===== src/rtl/dma_steal_pkg.sv =====
package dma_steal_pkg;

  typedef enum logic [1:0] {
    ST_IDLE = 2'd0,
    ST_RD   = 2'd1,
    ST_WR   = 2'd2,
    ST_GAP  = 2'd3
  } dma_state_e;

  localparam logic [1:0] OFS_SRC = 2'd0;
  localparam logic [1:0] OFS_DST = 2'd1;
  localparam logic [1:0] OFS_CNT = 2'd2;
  localparam logic [1:0] OFS_CTL = 2'd3;

  localparam int CTL_GO_BIT   = 0;
  localparam int CTL_ACK_BIT  = 1;
  localparam int STS_BUSY_BIT = 0;
  localparam int STS_IRQ_BIT  = 1;

endpackage


===== src/rtl/dma_steal_regs.sv =====
module dma_steal_regs
  import dma_steal_pkg::*;
#(
  parameter int AW = 16,
  parameter int DW = 16,
  parameter int CW = 16
) (
  input  logic          clk,
  input  logic          rst_n,
  input  logic          cfg_we,
  input  logic [1:0]    cfg_addr,
  input  logic [DW-1:0] cfg_wdata,
  input  logic          busy,
  input  logic          step,
  output logic [AW-1:0] src_ptr,
  output logic [AW-1:0] dst_ptr,
  output logic [CW-1:0] words_left
);

  always_ff @(posedge clk) begin
    if (!rst_n) begin
      src_ptr    <= '0;
      dst_ptr    <= '0;
      words_left <= '0;
    end else if (step) begin
      src_ptr    <= src_ptr + AW'(1);
      dst_ptr    <= dst_ptr + AW'(1);
      words_left <= words_left - CW'(1);
    end else if (cfg_we && !busy) begin
      case (cfg_addr)
        OFS_SRC: src_ptr    <= cfg_wdata[AW-1:0];
        OFS_DST: dst_ptr    <= cfg_wdata[AW-1:0];
        OFS_CNT: words_left <= cfg_wdata[CW-1:0];
        default: ;
      endcase
    end
  end


  frozen_while_busy_chk: assert property (@(posedge clk) disable iff (!rst_n)
    (busy && !step) |=> ($stable(src_ptr) && $stable(dst_ptr) && $stable(words_left)));


  step_advance_chk: assert property (@(posedge clk) disable iff (!rst_n)
    step |=> (src_ptr == $past(src_ptr) + AW'(1)) && (words_left == $past(words_left) - CW'(1)));

endmodule


===== src/rtl/dma_steal_seq.sv =====
module dma_steal_seq
  import dma_steal_pkg::*;
#(
  parameter int AW = 16,
  parameter int DW = 16,
  parameter int CW = 16
) (
  input  logic          clk,
  input  logic          rst_n,
  input  logic          go,
  input  logic          irq_ack,
  input  logic [AW-1:0] src_ptr,
  input  logic [AW-1:0] dst_ptr,
  input  logic [CW-1:0] words_left,
  input  logic          bus_gnt,
  input  logic [DW-1:0] bus_rdata,
  output logic          busy,
  output logic          irq,
  output logic          step,
  output logic          bus_req,
  output logic          bus_we,
  output logic [AW-1:0] bus_addr,
  output logic [DW-1:0] bus_wdata
);

  dma_state_e    state_q, state_d;
  logic [DW-1:0] hold_q;
  logic          rd_hit, wr_hit, last_word, zero_go;

  always_comb begin
    bus_req   = (state_q == ST_RD) || (state_q == ST_WR);
    rd_hit    = (state_q == ST_RD) && bus_gnt;
    wr_hit    = (state_q == ST_WR) && bus_gnt;
    step      = wr_hit;
    busy      = (state_q != ST_IDLE);
    last_word = (words_left == CW'(1));
    zero_go   = go && (words_left == '0);
    bus_we    = wr_hit;
    bus_wdata = wr_hit ? hold_q : '0;
    if (rd_hit)      bus_addr = src_ptr;
    else if (wr_hit) bus_addr = dst_ptr;
    else             bus_addr = '0;
  end

  always_comb begin
    state_d = state_q;
    case (state_q)
      ST_IDLE: if (go && !zero_go) state_d = ST_RD;
      ST_RD:   if (bus_gnt) state_d = ST_WR;
      ST_WR:   if (bus_gnt) state_d = last_word ? ST_IDLE : ST_GAP;
      ST_GAP:  state_d = ST_RD;
      default: state_d = ST_IDLE;
    endcase
  end

  always_ff @(posedge clk) begin
    if (!rst_n) begin
      state_q <= ST_IDLE;
      hold_q  <= '0;
      irq     <= 1'b0;
    end else begin
      state_q <= state_d;
      if (rd_hit) hold_q <= bus_rdata;
      if ((zero_go && !busy) || (wr_hit && last_word)) irq <= 1'b1;
      else if (irq_ack)                                irq <= 1'b0;
    end
  end


  release_after_word_chk: assert property (@(posedge clk) disable iff (!rst_n)
    (bus_req && bus_gnt && bus_we) |=> !bus_req);


  read_then_write_chk: assert property (@(posedge clk) disable iff (!rst_n)
    (bus_req && bus_gnt && !bus_we) |=> (bus_req && (!bus_gnt || bus_we)));


  hold_request_chk: assert property (@(posedge clk) disable iff (!rst_n)
    (bus_req && !bus_gnt) |=> bus_req);


  irq_only_when_idle_chk: assert property (@(posedge clk) disable iff (!rst_n)
    $rose(irq) |-> !busy);


  busy_needs_words_chk: assert property (@(posedge clk) disable iff (!rst_n)
    busy |-> (words_left != '0));

endmodule


===== src/rtl/dma_steal.sv =====
module dma_steal
  import dma_steal_pkg::*;
#(
  parameter int AW = 16,
  parameter int DW = 16,
  parameter int CW = 16
) (
  input  logic          clk,
  input  logic          rst_n,
  input  logic          cfg_we,
  input  logic [1:0]    cfg_addr,
  input  logic [DW-1:0] cfg_wdata,
  output logic [DW-1:0] cfg_rdata,
  output logic          irq,
  output logic          bus_req,
  input  logic          bus_gnt,
  output logic          bus_we,
  output logic [AW-1:0] bus_addr,
  output logic [DW-1:0] bus_wdata,
  input  logic [DW-1:0] bus_rdata
);

  logic [AW-1:0] src_ptr, dst_ptr;
  logic [CW-1:0] words_left;
  logic          busy, step, go, irq_ack, ctl_wr;

  assign ctl_wr  = cfg_we && (cfg_addr == OFS_CTL);
  assign go      = ctl_wr && cfg_wdata[CTL_GO_BIT] && !busy;
  assign irq_ack = ctl_wr && cfg_wdata[CTL_ACK_BIT];

  dma_steal_regs #(.AW(AW), .DW(DW), .CW(CW)) regs_i (
    .clk(clk), .rst_n(rst_n), .cfg_we(cfg_we), .cfg_addr(cfg_addr),
    .cfg_wdata(cfg_wdata), .busy(busy), .step(step),
    .src_ptr(src_ptr), .dst_ptr(dst_ptr), .words_left(words_left)
  );

  dma_steal_seq #(.AW(AW), .DW(DW), .CW(CW)) seq_i (
    .clk(clk), .rst_n(rst_n), .go(go), .irq_ack(irq_ack),
    .src_ptr(src_ptr), .dst_ptr(dst_ptr), .words_left(words_left),
    .bus_gnt(bus_gnt), .bus_rdata(bus_rdata),
    .busy(busy), .irq(irq), .step(step),
    .bus_req(bus_req), .bus_we(bus_we), .bus_addr(bus_addr), .bus_wdata(bus_wdata)
  );

  always_comb begin
    cfg_rdata = '0;
    case (cfg_addr)
      OFS_SRC: cfg_rdata[AW-1:0] = src_ptr;
      OFS_DST: cfg_rdata[AW-1:0] = dst_ptr;
      OFS_CNT: cfg_rdata[CW-1:0] = words_left;
      default: begin
        cfg_rdata[STS_BUSY_BIT] = busy;
        cfg_rdata[STS_IRQ_BIT]  = irq;
      end
    endcase
  end


  quiet_bus_chk: assert property (@(posedge clk) disable iff (!rst_n)
    !bus_gnt |-> (bus_addr == '0 && !bus_we && bus_wdata == '0));

endmodule


===== config.mk =====
export PLATFORM = sky130hd
export DESIGN_NAME = dma_steal
export DESIGN_NICKNAME = d
export VERILOG_FILES = /design/src/rtl/dma_steal_pkg.sv /design/src/rtl/dma_steal_regs.sv /design/src/rtl/dma_steal_seq.sv /design/src/rtl/dma_steal.sv
export SDC_FILE = /design/constraint.sdc
export NUM_CORES = 1
export LEC_CHECK = 0
export BUFFER_PORTS_ARGS = -buffer_cell sky130_fd_sc_hd__buf_2
export CAP_MARGIN = 20
export CELL_PAD_IN_SITES_DETAIL_PLACEMENT = 0
export CELL_PAD_IN_SITES_GLOBAL_PLACEMENT = 1
export CORE_MARGIN = 2
export CORE_UTILIZATION = 42
export DETAILED_ROUTE_END_ITERATION = 16
export PLACE_DENSITY_LB_ADDON = 0.1
export SYNTH_ARGS = -nofsm -noshare
export SYNTH_HDL_FRONTEND = slang
export SYNTH_SLANG_ARGS = --single-unit

===== constraint.sdc =====
create_clock -name clk -period 4.45 [get_ports clk]
set_clock_uncertainty 0.15 [all_clocks]
set_input_delay 0.89 -clock clk [delete_from_list [all_inputs] [get_ports clk]]
set_output_delay 0.89 -clock clk [all_outputs]
set_load 0.005 [all_outputs]

### Yosys cells after proc, flatten, opt, wreduce, memory -nomap -nowiden

Index checks and enable logic that the tools add are counted.

* bits in registers: 67
* output and inout bits: 51

* eq/ne operators: 10
* add/subtract/negate cells: 3
* reduce and logical (&&, ||, !) cells: 28
* muxes and demuxes: 21

Operator list (number)
* $mux 16: 12
* $pmux 14 s3: 1
* $add 16x1->16 const B: 2
* $eq 16x1->1 const B: 1
* $logic_not 16->1: 1
* $sub 16x1->16 const B: 1
* $reduce_bool 2->1: 6
* $logic_and 1x1->1: 11
* $eq 2x2->1 const B: 4
* $mux 2: 4
* $pmux 2 s4: 1
* $pmux 2 s3: 1
* $reduce_and 2->1: 3
* $eq 2x1->1 const B: 2
* $logic_not 2->1: 2
* $ne 2x2->1 const B: 2
* $reduce_and 3->1: 1
* $logic_not 1->1: 2
* $logic_or 1x1->1: 2
* $mux 1: 2
* $ne 2x1->1 const B: 1

### Logic depth before layout (Yosys ltp)

Gate-level depths: netlist of the first run.

* word-level depth: 9
* gate-level depth with buffers: 9
* mapped depth without buffers: 8

### Hierarchy

From an unflattened synthesis of the first run, not the netlist that was laid out.

* cells, all modules: 537
* area, all modules: 4362.9 sq um

By module, submodules not included
* dma_steal_regs: times used 1, cells an instance 347, area an instance 2753.9 sq um, sequential area each 960.9 sq um
* dma_steal_seq: times used 1, cells an instance 150, area an instance 1212.4 sq um, sequential area each 380.4 sq um
* dma_steal: times used 1, cells an instance 40, area an instance 396.6 sq um, sequential area each 0.0 sq um

### Least setup slack after synthesis of the first run

OpenSTA, ideal clock, no wires.

* kind: input-to-output
* start: in cfg_addr[1]
* end: out cfg_rdata[0]
* arrival time: 2102 ps
* path slack: 1308 ps
* stages: 3
* buffers on the path: 2
* data required time: 3410 ps
* cells stage by stage: buf_1 > clkbuf_1 > mux4_2

* cells in the longest elaborated chain, start to end: 2
* elaborated cells on any way between the ends: 4

RTL lines
* from (decl): RTL line dma_steal.sv:11 `input logic [1:0] cfg_addr,`
* $eq 2x2->1 (tied with other cells): RTL line dma_steal.sv:47 `case (cfg_addr)`
* $pmux 2 s3 (*): RTL line dma_steal.sv:47
* to (decl): RTL line dma_steal.sv:13 `output logic [DW-1:0] cfg_rdata,`

Every way passes the cells marked *; elsewhere a longest branch is shown, timed or not.

### Final worst setup path of the first run

* start: in bus_gnt
* end: out bus_addr[9]

* cells in the longest elaborated chain, start to end: 3
* elaborated cells on any way between the ends: 4

RTL lines
* from (decl): RTL line dma_steal.sv:16 `input logic bus_gnt,`
* $logic_and 1x1->1: RTL line dma_steal_seq.sv:33 `wr_hit = (state_q == ST_WR) && bus_gnt;`
* $mux 16: RTL line dma_steal_seq.sv:41 `else if (wr_hit) bus_addr = dst_ptr;`
* $mux 16 (*): RTL line dma_steal_seq.sv:40 `if (rd_hit) bus_addr = src_ptr;`
* to (decl): RTL line dma_steal.sv:18 `output logic [AW-1:0] bus_addr,`

Marked as above.

==> results of run 1 <==
[final cells by class]
| type | count | area, sq um | share of cell area [%] |
|---|---|---|---|
| Inverter | 11 | 41.3 | 0.865 |
| Clock inverter | 3 | 17.5 | 0.367 |
| Clock buffer | 11 | 131 | 2.75 |
| Multi-Input combinational cell | 439 | 2560 | 53.6 |
| Sequential cell | 67 | 1340 | 28.1 |
| Timing Repair Buffer | 98 | 515 | 10.8 |
| Tap cell | 133 | 166 | 3.49 |
[power by group through the flow]
stage               clock network, mW  logic (mW)  registers (mW)
floorplan                           0       0.161           0.670
global placement                    0       0.234           0.687
detailed placement                  0       0.237           0.687
CTS                             0.442       0.239           0.673
global route                    0.462       0.267           0.680
finish                          0.430       0.241           0.675
[state kept, by name (all words and copies together), names as in the netlist]
register,flops
regs_i.dst_ptr,16
regs_i.src_ptr,16
regs_i.words_left,16
seq_i.hold_q,16
seq_i.irq,1
seq_i.state_q,2
[critical path: stages]
cell and delay [ns]:
buf_2 0.30, and2_1 0.76, a22o_1 0.26, buf_2 0.11
[logic make-up after synthesis]
logic type	count (synthesis)	share of synthesized area [%]
buffers and inverters	52	4.97
flip-flops	67	32.7
XOR/XNOR	7	1.49
adder cells (fa/ha/maj)	7	2.13
AO/OA/AOI/OAI	161	24.9
AND/OR/NAND/NOR	245	28.5
multiplexers	19	5.31
[metal layers]
metal / share of wire [%] / track usage [%] / vias to the layer above
met2: 46 / 41.6 / 176
li1: - / - / 2177
met5: 0 / 0 / -
met3: 6.2 / 4.00 / 21
met1: 46 / 38.0 / 2137
met4: 2.1 / 8.60 / 0
[path summary, 6_finish.rpt]
check / to / start / cells past startpoint / slack, ns
min reg2reg: seq_i.hold_q[9] / seq_i.hold_q[9] / 2 / 0.30
max reg2reg: regs_i.dst_ptr[15] / seq_i.state_q[0] / 6 / 1.79
min: seq_i.hold_q[9] / seq_i.hold_q[9] / 2 / 0.30
max: bus_addr[9] / bus_gnt / 4 / 1.08
[cell usage after synthesis, types with 2 or more instances]
master	number
mux2_2	2
nand3_1	22
and3_1	24
a222oi_1	3
dfxtp_1	67
o21ai_0	52
and2_1	5
a21oi_1	43
nand4b_1	2
mux2i_1	15
inv_1	9
a2bb2oi_1	2
a31oi_1	4
clkbuf_1	36
or4_1	4
a22oi_1	4
o311ai_0	2
ha_1	7
or3_1	3
o211ai_1	6
mux4_2	2
and4_1	3
nand4_1	13
buf_1	3
nor3_1	16
a211oi_1	9
nor4_1	3
nor2_1	47
a311oi_1	9
a22o_1	13
a32oi_1	2
xor2_1	7
nand2_1	94
[metrics by stage]
| step | hold slack (ns) | cells | setup slack, ns | instance area [sq um] |
|---|---|---|---|---|
| after floorplan | 0.282 | 558 | 1.31 | 4100 |
| after global placement | 0.287 | 748 | 1.13 | 4620 |
| after detailed placement | 0.294 | 748 | 1.08 | 4620 |
| after CTS | 0.304 | 762 | 1.08 | 4770 |
| after global routing | 0.325 | 762 | 0.953 | 4770 |
| final | 0.301 | 762 | 1.08 | 4770 |
==> impl_metrics.toml, run 1 <==
[final_layout]
layout-drive-gt1-share_pct = 18.6
area_delta_synth_final_pct = 16.3
layout_commonest_cell = "nand2_1"
final_cell_mix = "nand2_1, buf_2, dfxtp_1"
fin_util_pct = 49.5
fillers = 1041
n_antenna_cell = 0
nets = 671

[yosys]
synth_top_area_share_pct = 32.7
synth-seq-cells = 67
synthCells = 558
synth_top_flop_cell = "dfxtp_1"
syn_avg_cell_area_sq_um = 7.35
syn-cell-area_sq_um = 4100
synth_area_leaders = "dfxtp_1, nand2_1, o21ai_0"
synth-edff-count = 0
async_flop_share_pct = 0
ys_seq_area_share_pct = 32.7
ys_warn_count = 0
synthDistinctLibCells = 58
synth_top_cell_by_area = "dfxtp_1"
syn-num-nets = 603

[power]
total_power_mw = 1.35
share_comb_of_total_power_pct = 17.9
clkPwrFrac_pct = 32.0
power.switching_mw = 0.429
p_leak_nw = 2.01
peakVddDrop_mv = 0.195
seq_power_share_pct = 50.1
p_sw_share_pct = 31.8
p_int_mw = 0.918
p_per_area_nw_per_um2 = 282

[drt]
drc_errors = 0
dr_total_vias = 4511
final_antenna_net_count = 0
viasPerCell = 5.92
initialDrtViolationCount = 379
dr.pass1.iters = 5
routedWlPerCell_um = 18.5
drt_wl_total_um = 14100

[placement]
place_congestion = 0.884
buffer_ports.inserted = 88
place_hpwl_um = 9990

[cts]
cts_tree = "built"
cts_sinks = 67
cts_made_buffers = 9
clk_pin_slew_worst_paths_ns = 0.07
cts_buffer_depth = 2
postCtsSetupRepairBufs = 0
clk_latency_ns = 0.35
cts-resized-gates = 0
postCtsHoldBufs = 0
htreeDepth = 3
cts_root_buf = "clkbuf_8"

[setup_path]
crit_arrival_ns = 2.33
crit_path_end_kind = "output pin"
critPathLaunchType = "input pin"
cp_max_fo = 24
cp_data_required_time_ns = 3.41
critPathKind = "input pin to output pin"

[global_routing]
grt_pass1_wl_um = 21700
antenna_found_initial = 0
grt_pass1_vias = 4035
grt_usage_pct = 26.7
grt_max_degree = 46
grt.overflow.total = 0

[timing]
worstMarginPinSlew_ns = 0.871
fmax_mhz = 296
min_period_ns = 3.37
final.setup.tns_ns = 0
finalHoldViolCount = 0
setup_viol = 0
period_share_pct = 75.8
slew_viol_final = 0
rsz0062_at_grt = "false"
relSlewSlack_pct = 41.8

[flow_run]
cap_violations = 0

[floorplan]
pin_count = 89
dieArea_sq_um = 10600
rows = 36
coreArea_sq_um = 9640
initial_core_util_pct = 42.6
die_w_um = 103
die_height_um = 103

[status]
run_status = "complete, no violations"

[min_path]
hold_path_class = "register to register"
Note: power is estimated with default switching activity, not from simulation.
==> inputs of run 2 (changes only) <==
- CORE_UTILIZATION: 42 -> 39
- clock period: 4.45 -> 3.24 ns (I/O delays scaled with it)
==> run 2 against run 1 <==
Cell area grew 2.6%; global-route usage shrank 1.4 points; routed wire length grew 2.9%; largest power group unchanged; combinational power grew 41%; critical endpoint is now bus_addr[8]; worst hold slack lost 0.0017 ns; setup slack lost 0.77 ns; count of clock-buffer cells in the layout grew 2; final cell count grew 1.8%; core utilization shrank 1.9 points; sequential cell count is the same; sequential power grew 38%; largest cell class unchanged; register-to-register slack lost 0.96 ns.
==> impl_metrics.toml, run 2 (synthesis gave the netlist of run 1 again) <==
[status]
run_status = "complete, no violations"

[global_routing]
grt_pass1_vias = 4133
grt.overflow.total = 0
antenna_found_initial = 0
grt_pass1_wl_um = 22400
grt_usage_pct = 25.3
grt_max_degree = 45

[placement]
place_ws_ns = 0.369
buffer_ports.inserted = 88
place_congestion = 0.898
place_hpwl_um = 10600

[cts]
cts_made_buffers = 9
cts_sinks = 67
clk_latency_ns = 0.35
cts_buffer_depth = 2
htreeDepth = 3
clk_pin_slew_worst_paths_ns = 0.07
postCtsHoldBufs = 0
cts_root_buf = "clkbuf_8"
postCtsSetupRepairBufs = 0
cts-resized-gates = 0
cts_tree = "built"

[power]
p_leak_nw = 2.08
p_int_mw = 1.40
share_comb_of_total_power_pct = 17.1
peakVddDrop_mv = 0.166
p_sw_share_pct = 29.9
clkPwrFrac_pct = 36.1
power.switching_mw = 0.595
p_per_area_nw_per_um2 = 407
seq_power_share_pct = 46.7

[setup_path]
cp_data_required_time_ns = 2.44
reg2reg_to = "regs_i.dst_ptr[12]"
cp_max_fo = 14
ff2ff_path_depth = 8
critPathLaunchType = "register"
critPathKind = "register to output pin"
rrSetupSlack_ns = 0.83
crit_arrival_ns = 2.13
reg2reg_from = "seq_i.state_q[0]"
crit_path_end_kind = "output pin"

[final_layout]
layout_commonest_cell = "nand2_1"
area_delta_synth_final_pct = 19.3
n_antenna_cell = 0
final_cell_mix = "nand2_1, buf_2, dfxtp_1"
nets = 681
layout-drive-gt1-share_pct = 20.0

[timing]
fmax_mhz = 341
slew_viol_final = 0
worstMarginPinSlew_ns = 1.09
finalHoldViolCount = 0
rsz0062_at_grt = "false"
fin_ws_ns = 0.309
period_share_pct = 90.5
min_period_ns = 2.93
final.setup.tns_ns = 0
relSlewSlack_pct = 26.9
setup_viol = 0
hold-worst-slack_ns = 0.300

[floorplan]
die_height_um = 107
dieArea_sq_um = 11400
rows = 37
die_w_um = 107
coreArea_sq_um = 10300
initial_core_util_pct = 39.9
pin_count = 89

[drt]
final_antenna_net_count = 0
initialDrtViolationCount = 307
dr_total_vias = 4598
drt_wl_total_um = 14500
dr.pass1.iters = 5
drc_errors = 0
routedWlPerCell_um = 18.7
viasPerCell = 5.93

[min_path]
hold_path_class = "register to register"
holdPathEnd = "seq_i.hold_q[9]"
worstHoldPathCells = 2
min_from = "seq_i.hold_q[9]"

[flow_run]
cap_violations = 0
## run 2: changes by cell type in the layout (fill, tap and decap cells not counted)
| cell | before | now |
|---|---|---|
| buf_4 | 10 | 20 |
| clkbuf_8 | 9 | 11 |
| bufinv_16 | 0 | 1 |
| clkinv_2 | 2 | 1 |
| clkinvlp_4 | 1 | 0 |
## run 2: critical path, cell delays in order, from the launching register on
cell	delay (ns)
dfxtp_1	0.31
inv_1	0.09
ha_1	0.36
and2_1	0.62
a22o_1	0.29
buf_2	0.12
## run 2: how the worst max path moves through the flow
stage                          to        startpoint  cells past startpoint  slack [ns]
floorplan            cfg_rdata[0]       cfg_addr[1]                      3        0.58
global placement    cfg_rdata[10]       cfg_addr[1]                      5        0.38
detailed placement  cfg_rdata[10]       cfg_addr[1]                      5        0.37
CTS                  bus_addr[10]  seq_i.state_q[1]                      5        0.34
global route          bus_addr[6]  seq_i.state_q[1]                      5        0.25
finish                bus_addr[8]  seq_i.state_q[1]                      5        0.31
## run 2: metal layers
metal	part of all wire, %	global-route usage, %	up-vias
met5	0	0	-
met3	6.4	3.37	29
met2	46	39.2	194
li1	-	-	2198
met1	45	34.9	2177
met4	2.7	11.3	0
## run 2: area by class of cell
| type | instances | area [sq um] |
|---|---|---|
| fillers | 1134 | 5380 |
| multi-input cells | 439 | 2560 |
| flip-flops and latches | 67 | 1340 |
| repair buffers | 108 | 591 |
| well taps | 136 | 170 |
| clock buffers | 13 | 159 |
| inverters | 11 | 41.3 |
| clock inverters | 2 | 35.0 |
## run 2: through the flow
stage                     util [%]  power [mW]  std cells  instance area [sq um]
after floorplan                  -        1.14        558                   4100
after global placement        45.7        1.28        761                   4700
after detailed placement      45.7        1.29        761                   4700
after CTS                     47.6        2.00        776                   4890
after global routing          47.6        2.08        776                   4890
final                         47.6        1.99        776                   4890
## run 2: power by group through the flow
stage               Clock, mW  Combinational [mW]  Sequential (mW)
floorplan                   0               0.221            0.920
global placement            0               0.332            0.946
detailed placement          0               0.339            0.947
CTS                     0.732               0.340            0.928
global route            0.766               0.380            0.936
finish                  0.720               0.341            0.930
